<file path="src/rtl/ufsc_pkg.sv">
package ufsc_pkg;
  localparam int REG_AW = 3;

  typedef enum logic [REG_AW-1:0] {
    RA_CMD   = 3'd0,
    RA_STAT  = 3'd1,
    RA_INDEX = 3'd2,
    RA_BASE  = 3'd3,
    RA_SOFV  = 3'd4
  } reg_sel_e;
endpackage

</file>
<file path="src/rtl/ufsc_index.sv">
module ufsc_index #(
  parameter int IDX_W = 14,
  parameter int UF_W  = 3,
  localparam int FR_W = IDX_W - UF_W
) (
  input  logic             clk,
  input  logic             rst,
  input  logic             tick,
  input  logic             load,
  input  logic [IDX_W-1:0] load_val,
  output logic [IDX_W-1:0] idx,
  output logic [FR_W-1:0]  sofv,
  output logic             frame_edge
);
  assign frame_edge = tick && !load && (idx[UF_W-1:0] == {UF_W{1'b1}});

  always_ff @(posedge clk) begin
    if (rst) begin
      idx  <= '0;
      sofv <= '0;
    end else if (load) begin
      idx  <= load_val;
      sofv <= load_val[IDX_W-1:UF_W];
    end else begin
      if (tick) idx <= idx + 1'b1;
      if (frame_edge) sofv <= sofv + 1'b1;
    end
  end


  sofv_track_chk: assert property (@(posedge clk) disable iff (rst)
    sofv == idx[IDX_W-1:UF_W]);

  sofv_step_chk: assert property (@(posedge clk) disable iff (rst)
    frame_edge |=> sofv == $past(sofv) + 1'b1);

  idx_hold_chk: assert property (@(posedge clk) disable iff (rst)
    (!tick && !load) |=> $stable(idx));
endmodule

</file>
<file path="src/rtl/ufsc_gate.sv">
module ufsc_gate (
  input  logic clk,
  input  logic rst,
  input  logic cmd_wr,
  input  logic cmd_val,
  input  logic frame_edge,
  output logic cmd_en,
  output logic sched_on,
  output logic err_flag
);
  logic illegal;
  assign illegal = cmd_wr && (cmd_val != cmd_en) && (cmd_en != sched_on);

  always_ff @(posedge clk) begin
    if (rst) begin
      cmd_en   <= 1'b0;
      sched_on <= 1'b0;
      err_flag <= 1'b0;
    end else begin
      if (illegal) err_flag <= 1'b1;
      else if (cmd_wr) cmd_en <= cmd_val;
      if (frame_edge) sched_on <= cmd_en;
    end
  end


  status_hold_chk: assert property (@(posedge clk) disable iff (rst)
    !frame_edge |=> $stable(sched_on));

  status_take_chk: assert property (@(posedge clk) disable iff (rst)
    frame_edge |=> sched_on == $past(cmd_en));

  err_sticky_chk: assert property (@(posedge clk) disable iff (rst)
    err_flag |=> err_flag);

  bad_wr_drop_chk: assert property (@(posedge clk) disable iff (rst)
    (cmd_wr && cmd_val != cmd_en && cmd_en != sched_on) |=> ($stable(cmd_en) && err_flag));
endmodule

</file>
<file path="src/rtl/ufsc_fetch.sv">
module ufsc_fetch #(
  parameter int DATA_W = 32,
  parameter int LIST_W = 10,
  localparam int BASE_LSB = LIST_W + 2
) (
  input  logic                       clk,
  input  logic                       rst,
  input  logic                       frame_edge,
  input  logic                       cmd_en,
  input  logic                       sched_on,
  input  logic [DATA_W-1:BASE_LSB]   base_hi,
  input  logic [LIST_W-1:0]          frame_lo,
  output logic                       fetch_req,
  output logic [DATA_W-1:0]          fetch_addr
);
  logic [LIST_W-1:0] frame_nxt;
  logic              go;
  assign frame_nxt = frame_lo + 1'b1;
  assign go        = frame_edge && cmd_en;

  always_ff @(posedge clk) begin
    if (rst) begin
      fetch_req  <= 1'b0;
      fetch_addr <= '0;
    end else begin
      fetch_req <= go;
      if (go) fetch_addr <= {base_hi, frame_nxt, 2'b00};
    end
  end


  no_idle_fetch_chk: assert property (@(posedge clk) disable iff (rst)
    fetch_req |-> sched_on);

  req_pulse_chk: assert property (@(posedge clk) disable iff (rst)
    fetch_req |=> !fetch_req);
endmodule

</file>
<file path="src/rtl/uframe_sched_ctrl.sv">
module uframe_sched_ctrl
  import ufsc_pkg::*;
#(
  parameter int IDX_W  = 14,
  parameter int UF_W   = 3,
  parameter int LIST_W = 10,
  parameter int DATA_W = 32
) (
  input  logic                clk,
  input  logic                rst,
  input  logic                uframe_tick,
  input  logic                wr_en,
  input  logic [REG_AW-1:0]   wr_addr,
  input  logic [DATA_W-1:0]   wr_data,
  input  logic [REG_AW-1:0]   rd_addr,
  output logic [DATA_W-1:0]   rd_data,
  output logic                fetch_req,
  output logic [DATA_W-1:0]   fetch_addr
);
  localparam int FR_W     = IDX_W - UF_W;
  localparam int BASE_LSB = LIST_W + 2;

  logic [IDX_W-1:0]         idx;
  logic [FR_W-1:0]          sofv;
  logic                     frame_edge;
  logic                     cmd_en, sched_on, err_flag;
  logic [DATA_W-1:BASE_LSB] base_hi;
  logic                     idx_load, cmd_wr;

  assign idx_load = wr_en && (wr_addr == RA_INDEX) && !sched_on;
  assign cmd_wr   = wr_en && (wr_addr == RA_CMD);

  ufsc_index #(.IDX_W(IDX_W), .UF_W(UF_W)) u_index (
    .clk(clk), .rst(rst), .tick(uframe_tick), .load(idx_load),
    .load_val(wr_data[IDX_W-1:0]), .idx(idx), .sofv(sofv),
    .frame_edge(frame_edge)
  );

  ufsc_gate u_gate (
    .clk(clk), .rst(rst), .cmd_wr(cmd_wr), .cmd_val(wr_data[0]),
    .frame_edge(frame_edge), .cmd_en(cmd_en), .sched_on(sched_on),
    .err_flag(err_flag)
  );

  ufsc_fetch #(.DATA_W(DATA_W), .LIST_W(LIST_W)) u_fetch (
    .clk(clk), .rst(rst), .frame_edge(frame_edge), .cmd_en(cmd_en),
    .sched_on(sched_on), .base_hi(base_hi),
    .frame_lo(idx[UF_W+LIST_W-1:UF_W]),
    .fetch_req(fetch_req), .fetch_addr(fetch_addr)
  );

  always_ff @(posedge clk) begin
    if (rst) base_hi <= '0;
    else if (wr_en && wr_addr == RA_BASE) base_hi <= wr_data[DATA_W-1:BASE_LSB];
  end

  always_ff @(posedge clk) begin
    if (rst) begin
      rd_data <= '0;
    end else begin
      case (rd_addr)
        RA_CMD:   rd_data <= DATA_W'(cmd_en);
        RA_STAT:  rd_data <= DATA_W'({err_flag, sched_on});
        RA_INDEX: rd_data <= DATA_W'(idx);
        RA_BASE:  rd_data <= {base_hi, {BASE_LSB{1'b0}}};
        RA_SOFV:  rd_data <= DATA_W'(sofv);
        default:  rd_data <= '0;
      endcase
    end
  end


  idx_wr_block_chk: assert property (@(posedge clk) disable iff (rst)
    (wr_en && wr_addr == RA_INDEX && sched_on && !uframe_tick) |=> $stable(idx));
endmodule

</file>
<file path="config.mk">
export PLATFORM = sky130hd
export DESIGN_NAME = uframe_sched_ctrl
export DESIGN_NICKNAME = d
export VERILOG_FILES = /design/src/rtl/ufsc_pkg.sv /design/src/rtl/ufsc_index.sv /design/src/rtl/ufsc_gate.sv /design/src/rtl/ufsc_fetch.sv /design/src/rtl/uframe_sched_ctrl.sv
export SDC_FILE = /design/constraint.sdc
export NUM_CORES = 1
export LEC_CHECK = 0
export BUFFER_PORTS_ARGS = -buffer_cell sky130_fd_sc_hd__buf_2
export CORE_MARGIN = 2
export CORE_UTILIZATION = 45
export DETAILED_ROUTE_END_ITERATION = 8
export PLACE_DENSITY = 0.8
export SYNTH_ARGS = -nofsm -noshare
export SYNTH_HDL_FRONTEND = slang
export SYNTH_SLANG_ARGS = --single-unit
</file>
<file path="constraint.sdc">
create_clock -name clk -period 5.3 [get_ports clk]
set_input_delay 0.53 -clock clk [delete_from_list [all_inputs] [get_ports clk]]
set_output_delay 0.53 -clock clk [all_outputs]
set_load 0.02 [all_outputs]
</file>
## After elaboration in Yosys (flattened, before gate mapping)

Cells that the tools add are included.

- Add/subtract/negate cells: 3
- Eq/ne operators: 9
- Muxes and demuxes: 5
- Bitwise operators: 1
- Reduce and logical (&&, ||, !) cells: 16

Operators with widths:

| kind | count |
|---|---|
| one-hot mux 32 bit (5 select lines) | 1 |
| two-way mux 14 bit | 2 |
| two-way mux 11 bit | 2 |
| adder 14 x 1 -> 14 bit (second input constant) | 1 |
| equality test 3 x 2 -> 1 bit (second input constant) | 4 |
| adder 11 x 1 -> 11 bit (second input constant) | 1 |
| adder 10 x 1 -> 10 bit (second input constant) | 1 |
| logical AND 1 bit | 9 |
| equality test 3 bit (second input constant) | 2 |
| zero test 3 bit | 2 |
| nonzero test 2 bit | 2 |
| equality test 3 x 1 -> 1 bit (second input constant) | 1 |
| zero test 1 bit | 2 |
| != test 1 bit | 2 |
| AND reduction 2 bit | 1 |
| NOT 1 bit | 1 |

- Flip-flop bits (word level): 111
- Bits of input ports: 42
- Output and inout bits: 65

## Logic depth before layout (Yosys ltp)

- Depth in word-level cells: 8
- Mapped depth: 8

## Cells and area by module

Synthesis repeated with hierarchy kept, for this count alone.

- Cells, all modules: 501
- Area, all modules: 4435.5 µm²

By module, submodules not included:

| module | times used | cells an instance | area an instance (µm²) | sequential area each (µm²) |
|---|---|---|---|---|
| uframe_sched_ctrl | 1 | 187 | 1800.5 | 1041.0 |
| ufsc_index | 1 | 151 | 1296.2 | 500.5 |
| ufsc_fetch | 1 | 150 | 1209.9 | 620.6 |
| ufsc_gate | 1 | 13 | 128.9 | 60.1 |

## Worst setup path before layout

Ideal clock, no wire load.

- Path type: reg2reg
- Start: register u_index.idx[0]
- End: register u_index.sofv[10]
- Arrival time: 1659 ps
- Required time: 5226 ps
- Path slack: 3567 ps
- Stages on the path, launching flop included: 8
- Path buffers: 1
- Clock period less this slack: 1733 ps
- Cell sequence: dfxtp_1 ha_1 ha_1 and4_1 buf_4 nand2_2 or3_1 a31oi_1

- Longest elaborated chain between the ends: 3

RTL lines:

| element | RTL line | RTL |
|---|---|---|
| from (decl) | ufsc_index.sv:11 | `output logic [IDX_W-1:0] idx,` |
| from (signal assigned) | ufsc_index.sv:22 | `idx <= load_val;` |
| from (signal assigned) | ufsc_index.sv:25 | `if (tick) idx <= idx + 1'b1;` |
| equality test 3 bit | ufsc_index.sv:15 | `assign frame_edge = tick && !load && (idx[UF_W-1:0] == {UF_W{1'b1}});` |
| logical AND 1 bit | ufsc_index.sv:15 |  |
| nonzero test 2 bit (no line) | -- |  |
| to (signal assigned) | ufsc_index.sv:23 | `sofv <= load_val[IDX_W-1:UF_W];` |
| to (signal assigned) | ufsc_index.sv:26 | `if (frame_edge) sofv <= sofv + 1'b1;` |
| to (decl) | ufsc_index.sv:12 | `output logic [FR_W-1:0] sofv,` |

No other way between the ends.
A chain may end at the register's enable or synchronous reset.

## Worst setup path in the final report

- Start: register u_index.idx[0]
- End: register u_fetch.fetch_addr[8]

- Longest elaborated chain between the ends: 3

RTL lines:

| element | RTL line | RTL |
|---|---|---|
| equality test 3 bit | ufsc_index.sv:15 |  |
| logical AND 1 bit | ufsc_index.sv:15 |  |
| logical AND 1 bit | ufsc_fetch.sv:19 | `assign go = frame_edge && cmd_en;` |
| to (signal assigned) | ufsc_fetch.sv:27 | `if (go) fetch_addr <= {base_hi, frame_nxt, 2'b00};` |
| to (decl) | ufsc_fetch.sv:14 | `output logic [DATA_W-1:0] fetch_addr` |

No other way between the ends.

==> results.tsv <==
stage	metric	value	unit
clocking	ctsResizeCount	0	
power_and_ir_drop	p_int	1.07	mW
floorplanning	core_area	9330	sq um
sta	fmax	469	MHz
yosys	synth_simple_gate_area_share	21.4	%
clocking	numClockSinks	111	
yosys	synth.distinct_cells	44	
run	cap_violations	0	
power_and_ir_drop	p_per_area	284	nW/um^2
sta	finClkSkew	0.0135	ns
placement	port_buffers	104	
grt	grt_use_total	18.8	%
power_and_ir_drop	leakage	2.00	nW
yosys	ys_seq_elements	111	
critical_path	path_max_fanout	39	
outcome	status	finished clean	
critical_path	arrival	2.40	ns
yosys	yosysTopAreaCell	dfxtp_1	
power_and_ir_drop	clkPwrFrac	34.7	%
critical_path	worstPathCellList	ha_1 -> ha_1 -> and3_1 -> o21a_1 -> buf_4 -> nor2_1 -> a211oi_1	
placement	gp_congestion	0.843	
floorplanning	ioPinCount	107	
route	drt_iter0_drc	176	
power_and_ir_drop	comb_power_share	5.5	%
sta	maxSlewHeadroom	33.1	%
yosys	synth-seq-area-share	51.0	%
final_layout	fillers	864	
yosys	synth_top_family_by_area	simple AND/OR/NAND/NOR gates	
route	drc	0	
clocking	cts_root_buffer	clkbuf_8	
worst_hold_path	min_to	base_hi[18]	
final_layout	diodes	0	
sta	tns	0	ns
critical_path	path_common_cell	ha_1	
floorplanning	die_w	102	microns
critical_path	required	5.57	ns
critical_path	r2r-start	u_index.idx[0]	
final_layout	fin_nets	621	
power_and_ir_drop	p_sw_share	25.8	%
critical_path	r2r_end	u_fetch.fetch_addr[8]	
yosys	synth_area_leaders	dfxtp_1 (51%), nand2_1 (7.8%), a21oi_1 (7.7%), xnor2_1 (3.2%), and2_1 (2.9%)	
critical_path	crit_path_start_kind	register	
critical_path	path_buf_inv	1	
power_and_ir_drop	seq_power_share	59.8	%
yosys	synth_xor_area_share	5.63	%
grt	grt_max_degree	75	
route	viasPerCell	5.05	
clocking	h-tree-depth	3	
route	dr.pass1.iters	4	
worst_hold_path	min_path_type	in -> reg	
critical_path	slowest_delay	0.44	ns
floorplanning	die_area	10500	sq um
sta	final_hold_viol_count	0	
clocking	holdBufCountCts	0	
clocking	post_cts_buffers	0	
critical_path	path_class	reg -> reg	
power_and_ir_drop	ir_drop	0.000145	V
grt	grt_pass1_wl	15500	microns
yosys	yosysWarnings	0	
critical_path	cpMaxStageDelayCell	dfxtp_1	
route	ant_nets	0	
sta	period_share	40.2	%
yosys	synthCells	493	
yosys	synth_area	4350	sq um
route	via_count	3579	
route	drt-total-wl	9830	microns
grt	grt.overflow.total	0	
grt	antenna_found_initial	0	
critical_path	ff2ff_setup_slack	3.17	ns
clocking	clk_pin_slew	0.12	ns
sta	fin_crit	2.13	ns
yosys	synth_top_area_share	51.0	%
final_layout	area_growth_syn_to_layout	16.4	%
floorplanning	die_y	102	microns
route	avgRoutedWirePerCell	13.9	microns
critical_path	r2r.worst_path.cells	7	
placement	place_hpwl	6970	microns
clocking	cts_buffers	9	
sta	worst_slew_pin_slew	1.00	ns
yosys	synth_compound_area_share	14.7	%
clocking	cts_tree	built	
yosys	muxShareOfSynthArea	1.38	%
clocking	clk_path_buf_depth	2	
floorplanning	rows	35	
worst_hold_path	holdPathStages	3	
final_layout	fin_util	54.3	%
critical_path	end_kind	register	
critical_path	cp_top_family	adder cells	
yosys	synth.avg_cell_area	8.83	sq um
worst_hold_path	hold_path_startpoint	wr_data[18]	
sta	rsz0062_at_grt	false	
sta	finalSetupViolations	0	
yosys	synth-adder-area-share	1.15	%
final_layout	layout-drive-gt1-share	22.4	%
clocking	clk_latency	0.36	ns
floorplanning	start_util	46.7	%
grt	grt_pass1_vias	3325	
sta	maxSlewViolCount	0	
power_and_ir_drop	power_switching	0.372	mW
critical_path	crit_cells	7	
## how the worst max path moves through the flow
| stage | start | endpoint | slack, ns |
|---|---|---|---|
| after floorplan | u_index.idx[0] | u_index.sofv[10] | 3.57 |
| after detailed placement | wr_addr[2] | u_fetch.fetch_addr[31] | 3.16 |
| after global placement | rst | rd_data[19] | 3.26 |
| after CTS | u_index.idx[0] | u_fetch.fetch_addr[8] | 3.16 |
| after global routing | u_index.idx[0] | u_fetch.fetch_addr[4] | 2.93 |
| final | u_index.idx[0] | u_fetch.fetch_addr[8] | 3.17 |
## synthesized netlist by cell type, drive strengths merged
cell	n
o21a	1
and3	2
a41oi	1
ha	4
dfxtp	111
or3	1
a211oi	12
and3b	1
nand3b	5
nor3b	1
o21ai	5
nand2	92
nor4b	1
and2	20
clkbuf	17
xor2	12
a31oi	2
nor4	1
nand4	8
o21bai	11
nor2	32
conb	1
inv	2
a22oi	9
buf	20
xnor2	16
nand2b	3
or2	3
a21o	1
nor2b	3
nand3	11
and4	3
nor3	8
a21oi	67
mux2i	6
## area by class of cell
type / instances / area, sq um / area share (%)
multi-input cells: 344 / 1930 / 38.2
inverters: 2 / 7.51 / 0.148
well taps: 129 / 161 / 3.18
clock buffers: 9 / 124 / 2.44
repair buffers: 107 / 543 / 10.7
flip-flops and latches: 111 / 2220 / 43.8
clock inverters: 7 / 76.3 / 1.51
## flip-flops by register name, summed over array words and instances (netlist names)
register	cells
u_gate.cmd_en	1
u_fetch.fetch_req	1
u_gate.sched_on	1
rd_data	32
u_fetch.fetch_addr	30
u_index.idx	14
u_index.sofv	11
base_hi	20
u_gate.err_flag	1
## kinds of logic after synthesis
| logic type | count (synthesis) |
|---|---|
| XOR/XNOR | 28 |
| other | 1 |
| flip-flops | 111 |
| adder cells (fa/ha/maj) | 4 |
| multiplexers | 6 |
| buffers and inverters | 39 |
| AND/OR/NAND/NOR | 195 |
| AO/OA/AOI/OAI | 109 |
## through the flow
step           std cells  power (mW)  worst slack [ns]  hold WS (ns)  area (sq um)
2_1_floorplan        494       0.929              3.57         0.437          4360
3_3_place_gp         693       0.957              3.26         0.442          4870
3_5_place_dp         693       0.959              3.16         0.445          4870
4_1_cts              709        1.46              3.16         0.375          5070
5_1_grt              709        1.50              2.93         0.370          5070
6_report             709        1.44              3.17         0.393          5070
## worst register-to-register path, cell delays in order (launching register included)
cell and delay [ns]:
dfxtp_1 0.44, ha_1 0.27, ha_1 0.28, and3_1 0.24, o21a_1 0.14, buf_4 0.34
nor2_1 0.10, a211oi_1 0.23
## power by group through the flow
stage	Combinational (mW)	Sequential, mW	Clock (mW)
2_1_floorplan	0.0536	0.876	0
3_3_place_gp	0.0769	0.880	0
3_5_place_dp	0.0786	0.881	0
4_1_cts	0.0791	0.862	0.518
5_1_grt	0.0874	0.864	0.548
6_report	0.0791	0.862	0.500
## layout by cell type (no fill, tap or decap), types with 2 or more instances in the layout
| cell type | instances |
|---|---|
| dfxtp_1 | 111 |
| buf_2 | 104 |
| nand2_1 | 91 |
| a21oi_1 | 67 |
| nor2_1 | 32 |
| and2_1 | 20 |
| xnor2_1 | 16 |
| xor2_1 | 12 |
| a211oi_1 | 12 |
| o21bai_1 | 11 |
| nand3_1 | 11 |
| a22oi_1 | 9 |
| clkbuf_8 | 9 |
| nand4_1 | 7 |
| nor3_1 | 7 |
| mux2i_1 | 6 |
| nand3b_1 | 5 |
| o21ai_0 | 4 |
| ha_1 | 4 |
| and4_1 | 3 |
| nand2b_1 | 3 |
| nor2b_1 | 3 |
| inv_6 | 3 |
| inv_8 | 3 |
| buf_4 | 3 |
| or2_1 | 2 |
| and3_1 | 2 |
| inv_1 | 2 |
| a31oi_1 | 2 |
| conb_1 | 2 |
## layer usage
layer,share of wire (%),vias to the layer above,wire [microns],global-route usage (%)
li1,-,1823,-,-
met1,45,1645,4440,24.4
met2,48,107,4710,31.6
met3,6.2,4,609,4.24
met4,0.70,0,69,5.44
met5,0,-,0,0
No activity file was read; power rests on OpenSTA's default activity.
